==> config.mk <==
export PLATFORM = sky130hd
export DESIGN_NAME = isa_ext_reg
export DESIGN_NICKNAME = d
export VERILOG_FILES = /design/src/rtl/isa_ext_pkg.sv /design/src/rtl/isa_ext_legalize.sv /design/src/rtl/isa_ext_state.sv /design/src/rtl/isa_ext_reg.sv
export SDC_FILE = /design/constraint.sdc
export NUM_CORES = 1
export LEC_CHECK = 0
export BUFFER_PORTS_ARGS = -buffer_cell sky130_fd_sc_hd__buf_2
export CAP_MARGIN = 15
export CORE_ASPECT_RATIO = 0.8
export CORE_MARGIN = 2
export CORE_UTILIZATION = 30
export CTS_CLUSTER_SIZE = 24
export DETAILED_ROUTE_END_ITERATION = 8
export PLACE_DENSITY = 0.83
export SETUP_SLACK_MARGIN = 0.05
export SYNTH_ARGS = -nofsm -noshare
export SYNTH_HDL_FRONTEND = slang
export SYNTH_SLANG_ARGS = --single-unit
==> constraint.sdc <==
create_clock -name clk -period 1.2 [get_ports clk]
set_clock_uncertainty 0.15 [all_clocks]
set_input_delay 0.18 -clock clk [delete_from_list [all_inputs] [get_ports clk]]
set_output_delay 0.18 -clock clk [all_outputs]
set_load 0.05 [all_outputs]
==> src/rtl/isa_ext_pkg.sv <==
package isa_ext_pkg;
  localparam int LETTERS = 26;
  localparam int BIT_A = 0;
  localparam int BIT_C = 2;
  localparam int BIT_D = 3;
  localparam int BIT_E = 4;
  localparam int BIT_F = 5;
  localparam int BIT_I = 8;
  localparam int BIT_M = 12;
  localparam int BIT_S = 18;
  localparam int BIT_U = 20;

  function automatic logic [LETTERS-1:0] supported_letters();
    logic [LETTERS-1:0] m;
    m = '0;
    m[BIT_A] = 1'b1;
    m[BIT_C] = 1'b1;
    m[BIT_D] = 1'b1;
    m[BIT_E] = 1'b1;
    m[BIT_F] = 1'b1;
    m[BIT_I] = 1'b1;
    m[BIT_M] = 1'b1;
    m[BIT_S] = 1'b1;
    m[BIT_U] = 1'b1;
    return m;
  endfunction
endpackage

==> src/rtl/isa_ext_legalize.sv <==
module isa_ext_legalize
  import isa_ext_pkg::*;
(
  input  logic [LETTERS-1:0] wr_letters,
  input  logic [LETTERS-1:0] impl_mask,
  input  logic [1:0]         npc_offset,
  output logic               accept,
  output logic [LETTERS-1:0] legal_letters
);
  localparam logic [LETTERS-1:0] SUP = supported_letters();

  logic [LETTERS-1:0] keep;
  logic [LETTERS-1:0] masked;
  logic [LETTERS-1:0] dep_fixed;

  for (genvar i = 0; i < LETTERS; i++) begin : g_keep
    assign keep[i] = SUP[i] & impl_mask[i];
  end

  always_comb begin
    // ordered accept rules: base letter present, E never accepted
    accept = 1'b1;
    if (!(wr_letters[BIT_I] || wr_letters[BIT_E])) accept = 1'b0;
    if (wr_letters[BIT_E]) accept = 1'b0;

    masked = wr_letters & keep;

    dep_fixed = masked;
    if (masked[BIT_D] && !masked[BIT_F]) dep_fixed[BIT_D] = 1'b0;

    legal_letters = dep_fixed;
    if (dep_fixed[BIT_C] && (npc_offset != 2'b00)) legal_letters[BIT_C] = 1'b0;
  end
endmodule

==> src/rtl/isa_ext_state.sv <==
module isa_ext_state #(
  parameter int XLEN = 32
) (
  input  logic            clk,
  input  logic            rst_n,
  input  logic [XLEN-1:0] rst_val,
  input  logic            load,
  input  logic [XLEN-1:0] next_val,
  output logic [XLEN-1:0] q,
  output logic            changed_pulse
);
  always_ff @(posedge clk) begin
    if (!rst_n) begin
      q             <= rst_val;
      changed_pulse <= 1'b0;
    end else begin
      changed_pulse <= load && (next_val != q);
      if (load) q <= next_val;
    end
  end

  // a pulse always marks a real change of the stored value
  a_r10_pulse_means_change: assert property (@(posedge clk) disable iff (!rst_n)
    changed_pulse |-> (q != $past(q)));

  // with no load the value and the pulse stay quiet
  a_r10_idle_quiet: assert property (@(posedge clk) disable iff (!rst_n)
    !load |=> ($stable(q) && !changed_pulse));
endmodule

==> src/rtl/isa_ext_reg.sv <==
module isa_ext_reg
  import isa_ext_pkg::*;
#(
  parameter int         XLEN      = 32,
  parameter logic [1:0] MXL_RESET = 2'b01
) (
  input  logic                clk,
  input  logic                rst_n,
  input  logic                writable_en,
  input  logic                wr_en,
  input  logic [XLEN-1:0]     wr_data,
  input  logic [LETTERS-1:0]  impl_mask,
  input  logic [1:0]          npc_offset,
  output logic [XLEN-1:0]     rd_data,
  output logic                changed_pulse
);
  localparam logic [LETTERS-1:0] SUP = supported_letters();
  localparam int GAP = XLEN - 2 - LETTERS;

  logic               accept;
  logic [LETTERS-1:0] legal_letters;
  logic [XLEN-1:0]    next_val;
  logic [XLEN-1:0]    rst_val;
  logic               load;
  logic               unused_wr_hi;

  assign unused_wr_hi = ^wr_data[XLEN-1:LETTERS];

  isa_ext_legalize u_legal (
    .wr_letters   (wr_data[LETTERS-1:0]),
    .impl_mask    (impl_mask),
    .npc_offset   (npc_offset),
    .accept       (accept),
    .legal_letters(legal_letters)
  );

  assign load     = wr_en && writable_en && accept;
  assign next_val = {rd_data[XLEN-1:XLEN-2], {GAP{1'b0}}, legal_letters};
  assign rst_val  = {MXL_RESET, {GAP{1'b0}}, impl_mask & SUP};

  isa_ext_state #(.XLEN(XLEN)) u_state (
    .clk          (clk),
    .rst_n        (rst_n),
    .rst_val      (rst_val),
    .load         (load),
    .next_val     (next_val),
    .q            (rd_data),
    .changed_pulse(changed_pulse)
  );

  a_r2_strap_off_hold: assert property (@(posedge clk) disable iff (!rst_n)
    !writable_en |=> $stable(rd_data));

  a_r3_no_base_drop: assert property (@(posedge clk) disable iff (!rst_n)
    (wr_en && !wr_data[BIT_I] && !wr_data[BIT_E]) |=> $stable(rd_data));

  a_r4_e_drop: assert property (@(posedge clk) disable iff (!rst_n)
    (wr_en && wr_data[BIT_E]) |=> $stable(rd_data));

  a_r5_within_impl: assert property (@(posedge clk) disable iff (!rst_n)
    (rd_data[LETTERS-1:0] & ~impl_mask) == '0);

  a_r6_unsupported_zero: assert property (@(posedge clk) disable iff (!rst_n)
    ((rd_data[LETTERS-1:0] & ~SUP) == '0) && (rd_data[XLEN-3:LETTERS] == '0));

  a_r7_d_needs_f: assert property (@(posedge clk) disable iff (!rst_n)
    changed_pulse |-> !(rd_data[BIT_D] && !rd_data[BIT_F]));

  a_r9_mxl_fixed: assert property (@(posedge clk) disable iff (!rst_n)
    wr_en |=> $stable(rd_data[XLEN-1:XLEN-2]));
endmodule

==> impl_metrics.yaml, run 1 <==
floorplan:
  initial_core_util_pct: 32.4
  fp.dieArea_mm2: 0.00280
  core-area_mm2: 0.00221
  die_y_um: 47.8
  num_rows: 15
  die_w_um: 58.7
  ioPinCount: 97
synth:
  ys_ff_latch: 10
  yosysSeqAreaShare_pct: 40.4
  ys_warn_count: 0
  avgSynthCellArea_um2: 9.84
  synth_cell_type_count: 18
  syn_inst: 73
  synth_area_um2: 718
sta:
  max_freq_ghz: 0.768
  rsz0062_at_grt: "true"
  fin_ws_ns: -0.101
  fin_crit_ns: 1.30
  finalSetupViolations: 4
  period_share_pct: 108
  finalHoldViolations: 0
  slew_violations: 0
layout:
  fill_cells: 219
  layout.nets: 178
  syn2layout_area_growth_pct: 33.3
  diodes: 0
  utilization_pct: 43.2
  drive_above_1_share_pct: 38.9
clock_network:
  cts.htree.levels: 1
  clk_pin_slew_worst_paths_ns: 0.06
  cts.sinks: 10
  clk_latency_ns: 0.26
  cts_buffers: 3
  cts_tree: "yes"
  clockBufferDepth: 2
  cts-root-buf: "clkbuf_4"
drt:
  routed_wl_um: 1380
  vias_per_cell: 4.18
  drtPass1Iterations: 8
  ant_nets: 0
  vias: 577
  drtIter0Drc: 10
  wire_per_inst_um: 10.0
  drc_errors: 4
worst_hold_path:
  holdPathEnd: "u_state.q[20]"
  min_path_cells: 2
  worstHoldStart: "wr_data[20]"
  holdCritPathClass: "in2reg"
placement:
  dp_worst_setup_slack_ns: -0.0998
  port_buffers: 33
  place.gp.congestion: 0.876
  hpwl_um: 1180
pwr:
  p_per_area_mw_per_mm2: 1220
  peakVddDrop_mv: 0.328
  leakage_nw: 0.451
status:
  status: "finished, violations left"
  failed_checks: "design-rule violations, negative setup slack"
grt:
  grt_max_degree: 8
  gr-total-overflow: 0
  grt_pass1_vias: 532
  antenna_found_initial: 0
  grt_pass1_wl_um: 2060
  grt.total_usage_pct: 10.5
worst_setup_path:
  r2r_cells: 3
  endpoint_kind: "primary output"
  crit_fanout: 2
  crit_slowest_cell: "edfxtp_1"
  worstReg2RegStart: "u_state.q[18]"
  crit_chain: "buf_6, buf_8"
  crit_required_ns: 0.87
  max_stage_delay_ns: 0.43
  crit_type: "reg2out"
  rrSetupSlack_ns: -0.03
  critPathArrivalTime_ns: 0.97
  worstSetupStartpointType: "flop"
  r2r-end: "u_state.changed_pulse"
run:
  maxCapViolCount: 0
routing by layer:
layer | share of wire (%) | GRT usage, %
met5 | 0 | 0
met4 | 3.3 | 7.27
met3 | 7.2 | 4.32
met2 | 53 | 20.0
met1 | 36 | 9.30
area by class of cell:
class	instances	area [um2]	share of cell area [%]
clock buffers	3	22.5	2.35
flip-flops and latches	10	290	30.3
inverters	2	7.51	0.784
well taps	25	31.3	3.27
multi-input cells	59	333	34.8
repair buffers	38	269	28.1
clock inverters	1	3.75	0.392
Yosys cell counts, drive strengths merged:
library cell  number  share of area, %
o21a               6               6.3
a21oi              1              0.70
a21boi             3               3.1
inv                2               1.0
conb               2               1.0
nor3               1              0.70
nor4               1              0.87
a311oi             1               1.2
nand4              3               2.6
a31o               1               1.2
nand3              1              0.70
buf               23                24
nand2              9               4.7
dfxtp              1               2.8
xnor2              8                11
edfxtp             9                38
nor2               1              0.52
power breakdown:
group          internal, mW  switching (mW)
registers             0.417          0.0280
logic                 0.148           0.343
clock network         0.120           0.112
cells in the final DEF, fill, tap and decap left out, drive strengths merged:
cell type / Yosys / layout
nand2: 9 / 9
a21boi: 3 / 3
clkinv: 0 / 1
a311oi: 1 / 1
a21oi: 1 / 1
nand4: 3 / 3
xnor2: 8 / 8
edfxtp: 9 / 9
conb: 2 / 23
dfxtp: 1 / 1
inv: 2 / 2
nand3: 1 / 1
nor2: 1 / 1
buf: 23 / 38
a31o: 1 / 1
clkbuf: 0 / 3
nor3: 1 / 1
nor4: 1 / 1
o21a: 6 / 6
flip-flops by register name, indices dropped and copies added, names as in the netlist:
name and cells:
u_state.changed_pulse 1, u_state.q 9
stage by stage:
step / power [mW] / hold slack, ns / instance area, um2 / cells / setup TNS [ns]
after global placement: 0.884 / 0.316 / 858 / 134 / -0.0830
after floorplan: 0.843 / 0.210 / 797 / 94 / -0.251
after CTS: 1.18 / 0.0497 / 957 / 138 / -0.220
after detailed placement: 0.890 / 0.323 / 858 / 134 / -0.0998
final: 1.17 / 0.0571 / 957 / 138 / -0.161
after global routing: 1.22 / 0.0514 / 957 / 138 / -0.409
what timing repair did:
action,CTS,global route
pin swaps,3,0
buffers inserted,0,0
endpoints found under the hold margin,0,0
resized for setup,22,0
setup endpoints to repair,11,10
hold buffers,0,0
worst max path at each step:
stage	startpoint	end	slack, ns
floorplan	u_state.q[12]	u_state.changed_pulse	-0.25
global placement	u_state.q[12]	u_state.changed_pulse	-0.08
detailed placement	u_state.q[12]	u_state.changed_pulse	-0.1
CTS	u_state.q[20]	rd_data[20]	-0.10
global route	u_state.q[20]	rd_data[20]	-0.11
finish	u_state.q[20]	rd_data[20]	-0.10
kinds of logic after synthesis:
logic type | count (synthesis) | share of synthesized area, %
compound gates | 12 | 12.5
other cells | 2 | 1.05
buf+inv | 25 | 25.1
simple gates | 16 | 10.1
xor+xnor | 8 | 10.8
flops | 10 | 40.4
worst max-delay path: cells and delay by family (launching register included):
| family | cells | cell delay [ns] |
|---|---|---|
| buffers and inverters | 2 | 0.29 |
| DFF | 1 | 0.43 |
(Power assumes the default switching activity.)
==> run 2, diff against run 1 <==
--- a/config.mk
+++ b/config.mk
@@ -5,14 +5,15 @@
 export SDC_FILE = /design/constraint.sdc
 export NUM_CORES = 1
 export LEC_CHECK = 0
+export ABC_AREA = 1
 export BUFFER_PORTS_ARGS = -buffer_cell sky130_fd_sc_hd__buf_2
 export CAP_MARGIN = 15
 export CORE_ASPECT_RATIO = 0.8
 export CORE_MARGIN = 2
-export CORE_UTILIZATION = 30
+export CORE_UTILIZATION = 32
 export CTS_CLUSTER_SIZE = 24
 export DETAILED_ROUTE_END_ITERATION = 8
-export PLACE_DENSITY = 0.83
+export PLACE_DENSITY = 0.84
 export SETUP_SLACK_MARGIN = 0.05
 export SYNTH_ARGS = -nofsm -noshare
 export SYNTH_HDL_FRONTEND = slang
==> run 2 against run 1 <==
The run ends with negative setup slack left. Critical path depth decreased by 1. Global-route usage is 1.2 points higher. Clock power up 6%. Worst setup slack improved by 0.090 ns. Sequential cell count is the same. Final cell count is 34% higher. First-iteration DRC count decreased by 30%. Final area grew 8.1%. Area after synthesis rose by 12%. Clock-buffer cell count is 1 higher. Register-to-register slack improved by 0.07 ns.
==> impl_metrics.yaml, run 2 <==
drt:
  ant_nets: 0
  vias: 722
  vias_per_cell: 3.90
  drtPass1Iterations: 4
  routed_wl_um: 1590
  drc_errors: 0
  drtIter0Drc: 7
  wire_per_inst_um: 8.58
worst_setup_path:
  crit_fanout: 3
  crit_chain: "buf_6"
  critical_path.startpoint: "u_state.q[4]"
  crit_type: "reg2out"
  worstReg2RegStart: "u_state.q[12]"
  crit_slowest_cell: "edfxtp_1"
  max_stage_delay_ns: 0.43
  crit_required_ns: 0.87
  cp_top_family: "flip-flops"
  critPathArrivalTime_ns: 0.88
  worstSetupStartpointType: "flop"
  endpoint_kind: "primary output"
  path_buf_inv: 1
layout:
  layout.nets: 214
  syn2layout_area_growth_pct: 28.2
  largest_register_ffs: 9
  regMostFlops: "u_state.q"
  fin_area_mm2: 0.00103
  utilization_pct: 42.7
  final_cell_mix: "nand2_1, conb_1, buf_2, inv_1"
  reg_top3: "u_state.q x9, u_state.changed_pulse x1"
  final_common_cell: "nand2_1"
  drive_above_1_share_pct: 29.5
  instances_no_fill: 185
  diodes: 0
synth:
  synth_top_area_share_pct: 33.5
  synth_edf_count: 9
  synth_flop_cell: "edfxtp_1"
  yosys-top-cells-count: "nand2_1, buf_4, inv_1, edfxtp_1, nand3_1"
  synth.most_common_cell: "nand2_1"
  ys_async_sr_fraction_pct: 0
  synth_area_leaders: "edfxtp_1, buf_4, nand2_1, inv_1, nand3_1"
  ys_warn_count: 0
  synth_area_um2: 807
  yosysTopAreaCell: "edfxtp_1"
  avgSynthCellArea_um2: 7.14
  ys_ff_latch: 10
  yosysSeqAreaShare_pct: 36.0
  syn_inst: 113
  synth_cell_type_count: 17
grt:
  antenna_found_initial: 0
  grt_pass1_vias: 633
  grt_pass1_wl_um: 2590
  grt.total_usage_pct: 11.7
  gr-total-overflow: 0
  grt_max_degree: 12
clock_network:
  clk_pin_slew_worst_paths_ns: 0.07
  clk_latency_ns: 0.27
  cts_buffers: 3
  cts.htree.levels: 1
  cts-root-buf: "clkbuf_4"
  cts.sinks: 10
  clockBufferDepth: 2
  cts_tree: "yes"
pwr:
  seqPwrFrac_pct: 37.4
  peakVddDrop_mv: 0.619
  leakage_nw: 0.584
  sw_frac_of_total_pct: 43.2
  internal-power_mw: 0.681
  p_clk_share_pct: 20.5
  power_switching_mw: 0.518
  pwr-share-comb_pct: 42.1
  total_power_mw: 1.20
  p_per_area_mw_per_mm2: 1160
floorplan:
  ioPinCount: 97
  fp.dieArea_mm2: 0.00294
  num_rows: 16
  die_y_um: 48.9
  die_w_um: 60.1
  core-area_mm2: 0.00242
  initial_core_util_pct: 33.3
sta:
  max_freq_ghz: 0.826
  finalHoldViolations: 0
  finalSetupViolations: 4
  fin_ws_ns: -0.0113
  period_share_pct: 101
  hold_slack_ns: 0.0721
  slew_violations: 0
  rsz0062_at_grt: "true"
  fin_crit_ns: 1.21
status:
  failed_checks: "negative setup slack"
  status: "finished, violations left"
run:
  maxCapViolCount: 0
placement:
  placed_cells_incl_taps: 181
  place.gp.congestion: 0.705
  hpwl_um: 1260
  post_dp_cell_area_um2: 935
  port_buffers: 33
worst_hold_path:
  holdCritPathClass: "in2reg"
  worstHoldStart: "wr_data[18]"
[run 2: power by group through the flow]
stage | combinational (mW) | clock, mW | sequential, mW
2_1_floorplan | 0.306 | 0 | 0.560
3_3_place_gp | 0.456 | 0 | 0.448
3_5_place_dp | 0.461 | 0 | 0.448
4_1_cts | 0.503 | 0.260 | 0.449
5_1_grt | 0.545 | 0.279 | 0.454
6_report | 0.505 | 0.245 | 0.448
[run 2: stage by stage]
step	setup WS [ns]	TNS (ns)
3_3_place_gp	0.0381	0
5_1_grt	-0.0595	-0.440
3_5_place_dp	0.0252	0
4_1_cts	-0.0317	-0.148
2_1_floorplan	-0.186	-0.186
6_report	-0.0113	-0.0283
[run 2: area by class of cell]
type / count / area (um2)
Fill cell: 264 / 1390
Multi-Input combinational cell: 81 / 363
Sequential cell: 10 / 290
Timing Repair Buffer: 35 / 239
Inverter: 19 / 71.3
Tap cell: 36 / 45.0
Clock buffer: 4 / 26.3
[run 2: cell families (layout without fill, tap and decap cells)]
logic type | count (synthesis) | after routing | share of synthesized area, %
buffers and inverters | 43 | 58 | 30.7
AOI/OAI and AO/OA | 10 | 10 | 6.98
and+or+nand+nor | 48 | 48 | 25.4
DFF | 10 | 10 | 36.0
other | 2 | 23 | 0.931
[run 2: final timing paths]
| check | endpoint | slack [ns] | cells after the start |
|---|---|---|---|
| max | rd_data[4] | -0.01 | 1 |
| min | u_state.q[18] | 0.07 | 3 |
| max reg2reg | u_state.changed_pulse | 0.04 | 6 |
| min reg2reg | u_state.changed_pulse | 0.51 | 4 |
[run 2: metal layers]
metal	global-route usage [%]	vias to the layer above	wire [um]
li1	-	377	-
met1	13.6	309	668
met2	19.6	36	776
met3	5.31	0	142
met4	2.22	0	0
met5	0	-	0
[run 2: what timing repair did]
item	CTS	global route
hold buffers	0	0
resized for setup	21	2
cloned	0	0
pin swaps	2	2
endpoints found under the setup margin	11	10
buffers inserted	0	0
